==> src/rtl/pgwalk_pkg.sv <==
package pgwalk_pkg;

    typedef enum logic [1:0] {
        ST_IDLE    = 2'd0,
        ST_RD_REQ  = 2'd1,
        ST_RD_WAIT = 2'd2,
        ST_DONE    = 2'd3
    } walk_state_e;

    typedef enum logic {
        FLT_ABSENT = 1'b0,
        FLT_PROT   = 1'b1
    } fault_e;

    localparam int PRESENT_BIT = 0;
    localparam int WRITE_BIT   = 1;

endpackage

==> src/rtl/pgwalk_addr_gen.sv <==
module pgwalk_addr_gen #(
    parameter int ADDR_W = 32,
    parameter int OFF_W  = 12,
    parameter int IDX_W  = 10,
    parameter int LEVELS = 2,
    localparam int FRAME_W = ADDR_W - OFF_W,
    localparam int LVL_W   = (LEVELS > 1) ? $clog2(LEVELS) : 1,
    localparam int ENT_SH  = OFF_W - IDX_W
) (
    input  logic [LVL_W-1:0]   level,
    input  logic [FRAME_W-1:0] table_frame,
    input  logic [ADDR_W-1:0]  vaddr,
    output logic [ADDR_W-1:0]  entry_addr
);

    logic [IDX_W-1:0] idx_arr [LEVELS];
    logic             unused_offset;

    for (genvar g = 0; g < LEVELS; g++) begin : g_idx
        assign idx_arr[g] = vaddr[ADDR_W-1-g*IDX_W -: IDX_W];
    end

    assign unused_offset = ^vaddr[OFF_W-1:0];
    assign entry_addr    = {table_frame, idx_arr[level], {ENT_SH{1'b0}}};

endmodule

==> src/rtl/pgwalk_entry_chk.sv <==
module pgwalk_entry_chk
    import pgwalk_pkg::*;
#(
    parameter int ADDR_W = 32,
    parameter int OFF_W  = 12,
    localparam int FRAME_W = ADDR_W - OFF_W
) (
    input  logic [ADDR_W-1:0]  entry,
    input  logic               is_write,
    output logic               present,
    output logic               permit,
    output logic [FRAME_W-1:0] frame
);

    logic unused_flags;

    assign present      = entry[PRESENT_BIT];
    assign permit       = !is_write || entry[WRITE_BIT];
    assign frame        = entry[ADDR_W-1:OFF_W];
    assign unused_flags = ^entry[OFF_W-1:WRITE_BIT+1];

endmodule

==> src/rtl/pgwalk_ctrl.sv <==
module pgwalk_ctrl
    import pgwalk_pkg::*;
#(
    parameter int ADDR_W = 32,
    parameter int OFF_W  = 12,
    parameter int LEVELS = 2,
    localparam int FRAME_W = ADDR_W - OFF_W,
    localparam int LVL_W   = (LEVELS > 1) ? $clog2(LEVELS) : 1
) (
    input  logic               clk,
    input  logic               rst_n,
    input  logic [FRAME_W-1:0] root_frame,
    input  logic               req_valid,
    input  logic [ADDR_W-1:0]  req_vaddr,
    input  logic               req_write,
    input  logic               mem_req_ready,
    input  logic               mem_rsp_valid,
    input  logic               ent_present,
    input  logic               ent_permit,
    input  logic [FRAME_W-1:0] ent_frame,
    output logic               req_ready,
    output logic [LVL_W-1:0]   level,
    output logic [FRAME_W-1:0] table_frame,
    output logic [ADDR_W-1:0]  vaddr,
    output logic               is_write,
    output logic               mem_req_valid,
    output logic               rsp_valid,
    output logic [ADDR_W-1:0]  rsp_paddr,
    output logic               rsp_fault,
    output logic               rsp_fault_kind
);

    localparam logic [LVL_W-1:0] LAST_LVL = LVL_W'(LEVELS - 1);

    typedef struct packed {
        walk_state_e        state;
        logic [LVL_W-1:0]   level;
        logic [ADDR_W-1:0]  vaddr;
        logic               is_write;
        logic [FRAME_W-1:0] frame;
        logic               fault;
        fault_e             kind;
        logic [ADDR_W-1:0]  paddr;
    } walk_regs_t;

    walk_regs_t walk_d, walk_q;

    always_comb begin
        walk_d = walk_q;
        unique case (walk_q.state)
            ST_IDLE: begin
                if (req_valid) begin
                    walk_d.state    = ST_RD_REQ;
                    walk_d.level    = '0;
                    walk_d.vaddr    = req_vaddr;
                    walk_d.is_write = req_write;
                    walk_d.frame    = root_frame;
                    walk_d.fault    = 1'b0;
                    walk_d.kind     = FLT_ABSENT;
                    walk_d.paddr    = '0;
                end
            end
            ST_RD_REQ: begin
                if (mem_req_ready) begin
                    walk_d.state = ST_RD_WAIT;
                end
            end
            ST_RD_WAIT: begin
                if (mem_rsp_valid) begin
                    if (!ent_present) begin
                        walk_d.state = ST_DONE;
                        walk_d.fault = 1'b1;
                        walk_d.kind  = FLT_ABSENT;
                        walk_d.paddr = '0;
                    end else if (!ent_permit) begin
                        walk_d.state = ST_DONE;
                        walk_d.fault = 1'b1;
                        walk_d.kind  = FLT_PROT;
                        walk_d.paddr = '0;
                    end else if (walk_q.level == LAST_LVL) begin
                        walk_d.state = ST_DONE;
                        walk_d.fault = 1'b0;
                        walk_d.paddr = {ent_frame, walk_q.vaddr[OFF_W-1:0]};
                    end else begin
                        walk_d.state = ST_RD_REQ;
                        walk_d.level = walk_q.level + 1'b1;
                        walk_d.frame = ent_frame;
                    end
                end
            end
            ST_DONE: begin
                walk_d.state = ST_IDLE;
            end
            default: walk_d.state = ST_IDLE;
        endcase
    end

    always_ff @(posedge clk or negedge rst_n) begin
        if (!rst_n) begin
            walk_q <= '{state: ST_IDLE, level: '0, vaddr: '0, is_write: 1'b0,
                        frame: '0, fault: 1'b0, kind: FLT_ABSENT, paddr: '0};
        end else begin
            walk_q <= walk_d;
        end
    end

    assign req_ready      = (walk_q.state == ST_IDLE);
    assign mem_req_valid  = (walk_q.state == ST_RD_REQ);
    assign rsp_valid      = (walk_q.state == ST_DONE);
    assign level          = walk_q.level;
    assign table_frame    = walk_q.frame;
    assign vaddr          = walk_q.vaddr;
    assign is_write       = walk_q.is_write;
    assign rsp_paddr      = walk_q.paddr;
    assign rsp_fault      = walk_q.fault;
    assign rsp_fault_kind = walk_q.kind;

endmodule

==> src/rtl/pgwalk_top.sv <==
module pgwalk_top #(
    parameter int ADDR_W = 32,
    parameter int OFF_W  = 12,
    parameter int IDX_W  = 10,
    parameter int LEVELS = 2,
    localparam int FRAME_W = ADDR_W - OFF_W,
    localparam int LVL_W   = (LEVELS > 1) ? $clog2(LEVELS) : 1
) (
    input  logic               clk,
    input  logic               rst_n,
    input  logic [FRAME_W-1:0] root_frame,
    input  logic               req_valid,
    output logic               req_ready,
    input  logic [ADDR_W-1:0]  req_vaddr,
    input  logic               req_write,
    output logic               mem_req_valid,
    input  logic               mem_req_ready,
    output logic [ADDR_W-1:0]  mem_req_addr,
    input  logic               mem_rsp_valid,
    input  logic [ADDR_W-1:0]  mem_rsp_data,
    output logic               rsp_valid,
    output logic [ADDR_W-1:0]  rsp_paddr,
    output logic               rsp_fault,
    output logic               rsp_fault_kind
);

    logic [LVL_W-1:0]   cur_level;
    logic [FRAME_W-1:0] cur_frame;
    logic [ADDR_W-1:0]  held_vaddr;
    logic               held_write;
    logic               ent_present;
    logic               ent_permit;
    logic [FRAME_W-1:0] ent_frame;

    pgwalk_ctrl #(
        .ADDR_W (ADDR_W),
        .OFF_W  (OFF_W),
        .LEVELS (LEVELS)
    ) i_ctrl (
        .clk            (clk),
        .rst_n          (rst_n),
        .root_frame     (root_frame),
        .req_valid      (req_valid),
        .req_vaddr      (req_vaddr),
        .req_write      (req_write),
        .mem_req_ready  (mem_req_ready),
        .mem_rsp_valid  (mem_rsp_valid),
        .ent_present    (ent_present),
        .ent_permit     (ent_permit),
        .ent_frame      (ent_frame),
        .req_ready      (req_ready),
        .level          (cur_level),
        .table_frame    (cur_frame),
        .vaddr          (held_vaddr),
        .is_write       (held_write),
        .mem_req_valid  (mem_req_valid),
        .rsp_valid      (rsp_valid),
        .rsp_paddr      (rsp_paddr),
        .rsp_fault      (rsp_fault),
        .rsp_fault_kind (rsp_fault_kind)
    );

    pgwalk_addr_gen #(
        .ADDR_W (ADDR_W),
        .OFF_W  (OFF_W),
        .IDX_W  (IDX_W),
        .LEVELS (LEVELS)
    ) i_addr_gen (
        .level       (cur_level),
        .table_frame (cur_frame),
        .vaddr       (held_vaddr),
        .entry_addr  (mem_req_addr)
    );

    pgwalk_entry_chk #(
        .ADDR_W (ADDR_W),
        .OFF_W  (OFF_W)
    ) i_entry_chk (
        .entry    (mem_rsp_data),
        .is_write (held_write),
        .present  (ent_present),
        .permit   (ent_permit),
        .frame    (ent_frame)
    );

endmodule

==> config.mk <==
export PLATFORM = sky130hd
export DESIGN_NAME = pgwalk_top
export DESIGN_NICKNAME = d
export VERILOG_FILES = /design/src/rtl/pgwalk_pkg.sv /design/src/rtl/pgwalk_addr_gen.sv /design/src/rtl/pgwalk_entry_chk.sv /design/src/rtl/pgwalk_ctrl.sv /design/src/rtl/pgwalk_top.sv
export SDC_FILE = /design/constraint.sdc
export NUM_CORES = 1
export LEC_CHECK = 0
export BUFFER_PORTS_ARGS = -buffer_cell sky130_fd_sc_hd__buf_2
export CELL_PAD_IN_SITES_DETAIL_PLACEMENT = 0
export CELL_PAD_IN_SITES_GLOBAL_PLACEMENT = 1
export CORE_AREA = 3 3 117 119
export DETAILED_ROUTE_END_ITERATION = 10
export DIE_AREA = 0 0 120 122
export PLACE_DENSITY = 0.72
export SETUP_SLACK_MARGIN = 0.15
export SYNTH_ARGS = -nofsm -noshare
export SYNTH_HDL_FRONTEND = slang
export SYNTH_SLANG_ARGS = --single-unit
==> constraint.sdc <==
create_clock -name clk -period 1.74 [get_ports clk]
set_input_delay 0.174 -clock clk [delete_from_list [all_inputs] [get_ports clk]]
set_output_delay 0.174 -clock clk [all_outputs]
set_load 0.01 [all_outputs]
==> metrics.md <==
| Metric | Value |
|---|---|
| P_leak | between 0.002 and 0.003 µW |
| Unrepaired setup endpoints after global routing | true |
| Arrival time worst endpoint | between 1.5 and 2 ns |
| Vias per inst | 4.59 |
| Tot Pwr | 9030 µW |
| CTS buffer count | 9 |
| Pre-antenna DRT Iters | 4 |
| Clock skew | 0.00847 ns |
| Area growth syn-to-layout | 28.7% |
| Count of antenna diodes in the layout | 0 |
| Io pins | about 160 |
| Vias in the first global route | 2976 |
| Synth top cells by count | dfrtp_1 (90), buf_4 (54), mux2_2 (43) |
| Max Fclk | 0.603 GHz |
| Final WL | 10700 µm |
| Yosys top cell area share | a little over half |
| Die Y | about 120 µm |
| Grt ovf | 0 |
| Critical path type | flip-flop to flip-flop |
| Crit path cell chain | buf_6, mux2i_2, or2_4, nor3_4, buf_4, clkbuf_16, a22o_1 |
| FF+latch count, synth | 90 |
| Setup TNS | 0 ns |
| Synth Area in Adders | 0% |
| Max-Cap Viols | 0 |
| Tcrit/Tclk final | 95.3% |
| Req. time, crit path | a little over 2 ns |
| Ratio of cells with drive above 1 in the final layout | approximately three fifths |
| Mapped Area | 0.00430 mm² |
| Slew margin rel. | between 60% and 70% |
| Placer Congestion | 0.746 |
| Setup-failing EPs final | 0 |
| Critical path startpoint category | flip-flop |
| Most common cell in the netlist | dfrtp_1 |
| CP peak stage delay | 0.40 ns |
| Register area share after synthesis | 52.4% |
| Die area | 0.0146 mm² |
| CP Capture Type | flip-flop |
| Area of the core | between 0.01 and 0.015 mm² |
| Final worst path period need | 1.66 ns |
| Pwr dens | roughly 1600 mW/mm² |
| Simple-gate area share of the yosys netlist | 5.56% |
| Total track usage | 13.9% |
| Fin area | 0.00553 mm² |
| Initial antenna violation count | 1 |
| Post-route DRC | 0 |
| Final ANT Viol Nets | 0 |
| Die X | 120 µm |
| Top FF cell, synth | dfrtp_1 |
| WP buf/inv | 3 |
| Hold Crit Class | input port to flip-flop |
| Cell taking the most area after synthesis | dfrtp_1 |
| Synth warnings | 0 |
| Clock root cell | clkbuf_16 |
| Largest net degree at the start of global routing | 49 |
| Bufs on Longest Clock Path | 2 |
| Iteration-0 DRC Markers | 152 |
| Final net count | approximately 550 |
| FILL cells | 1247 |
| Placed instance area | 0.00487 mm² |
| Slowest CP cell | dfrtp_1 |
| Worst Path Max Fanout | 8 |
| Num Clock Sinks | 90 |
| H-tree Lvls | 3 |
| Post-synthesis xor/xnor area fraction | 0% |
| Syn_area_per_cell | 12.5 µm² |
| Worst-path clk slew | roughly 0.070 ns |
| Post-synthesis compound-gate area fraction | 10.7% |
| Final hold viol count | 0 |
| Via count | 2944 |
| Post-synth EDFFs | 0 |
| FFs w/ async S/R, synth | between 90% and 100% |
| Status | finished clean |
| Wire per inst | 16.7 µm |
| Max-slew violations | 0 |
| Clock Latency Late Sink | 0.34 ns |
| Worst-Margin Slew | 0.519 ns |
| TritonCTS clock tree | done |
| Dpl hpwl | 6910 µm |
| Mux contribution to synthesized area | approximately a fifth |
| IO buf count | around 150 |
| Top delay family on crit path | buffers and inverters |
| Initial core utilization | 33.9% |
| Largest family of logic cells by synthesized area | multiplexers |
| Worst vdd ir | ~0.85 mV |
| Synth area leaders | dfrtp_1 (52%), mux2_2 (11%), buf_4 (9.4%) |
| Rows | just over 40 |
| Synth cell types | 29 |
| Post-Syn Instances | about 350 |
| First-pass GRT wire length | 15700 µm |
## layer usage
layer,track usage [%],part of all wire (%),wire (µm)
met5,0,0.12,13
met4,4.29,1.1,116
met3,5.43,7.3,784
met2,21.7,46,4920
met1,17.9,45,4850
## cell usage in the layout (no fill, tap or decap), drive strengths merged, types with 2 or more instances in the layout
cell type	count
a22o	32
conb	2
dfrtp	90
buf	175
nor2	2
nand2	42
a21oi	2
clkinv	2
and2	2
clkbuf	15
nand2b	2
clkinvlp	2
inv	4
o21ai	22
mux2	64
## final timing paths
check | start | to | slack, ns | cells past startpoint
setup / recovery | i_ctrl.walk_q[89] | i_ctrl.rsp_paddr[17] | 0.08 | 7
hold / removal | mem_req_ready | i_ctrl.walk_q[88] | 0.04 | 2
setup reg to reg | i_ctrl.walk_q[89] | i_ctrl.rsp_paddr[17] | 0.08 | 7
hold reg to reg | i_ctrl.rsp_paddr[2] | i_ctrl.rsp_paddr[2] | 0.49 | 1
max in group asynchronous | rst_n | i_ctrl.vaddr[25] | 0.77 | 3
min in group asynchronous | rst_n | i_ctrl.rsp_paddr[21] | 0.35 | 2
## kinds of logic (layout without fill, tap and decap cells)
| kind of cell | after synthesis | count (layout) |
|---|---|---|
| DFF | 90 | 90 |
| AOI/OAI and AO/OA | 61 | 61 |
| and+or+nand+nor | 52 | 52 |
| muxes | 65 | 65 |
| other | 1 | 2 |
| buffers and inverters | 76 | 199 |
## sequential cells by signal, indices dropped and copies added, names as in the netlist
name	cells
i_ctrl.rsp_fault_kind	1
i_ctrl.vaddr	32
i_ctrl.rsp_fault	1
i_ctrl.walk_q	2
i_ctrl.table_frame	20
i_ctrl.level	1
i_ctrl.is_write	1
i_ctrl.rsp_paddr	32
## where the power goes
part / internal (µW) / switching (µW) / leakage, µW / total [µW]
Combinational: 2300 / 1710 / 0.00150 / 4010
Clock: 1020 / 855 / 0.000136 / 1880
Sequential: 2780 / 365 / 0.00115 / 3150
Total: 6100 / 2930 / 0.00279 / 9030
## final cells by class
type | count | area (µm²) | area share (%)
inverters | 2 | 7.51 | 0.136
well taps | 172 | 215 | 3.89
repair buffers | 181 | 1220 | 22.0
multi-input cells | 180 | 1550 | 28.0
clock buffers | 10 | 239 | 4.32
flip-flops and latches | 90 | 2250 | 40.7
clock inverters | 6 | 50.0 | 0.904
## worst reg2reg max path, cell delays in order (launching register included)
cell,delay (ns)
dfrtp_1,0.40
buf_6,0.13
mux2i_2,0.15
or2_4,0.26
nor3_4,0.19
buf_4,0.17
clkbuf_16,0.15
a22o_1,0.14
## what timing repair did
action                                 in CTS  in global routing
cloned                                      1                  7
endpoints found under the hold margin      35                  0
pin swaps                                   2                 18
buffers inserted                            9                  4
resized for setup                          10                 21
setup endpoints to repair                  63                 96
hold buffers                                1                  0
## through the flow
stage | hold WS [ns] | util, % | worst slack [ns] | cells
detailed placement | 0.180 | 38.5 | 0.0168 | 603
finish | 0.0373 | 43.7 | 0.0826 | 641
global placement | 0.181 | 38.5 | 0.0505 | 603
global route | 0.0346 | 43.7 | 0.0280 | 641
CTS | 0.0130 | 41.8 | 0.113 | 630
floorplan | -0.122 | - | 0.0922 | 346
No activity file was read; power rests on OpenSTA's default activity.
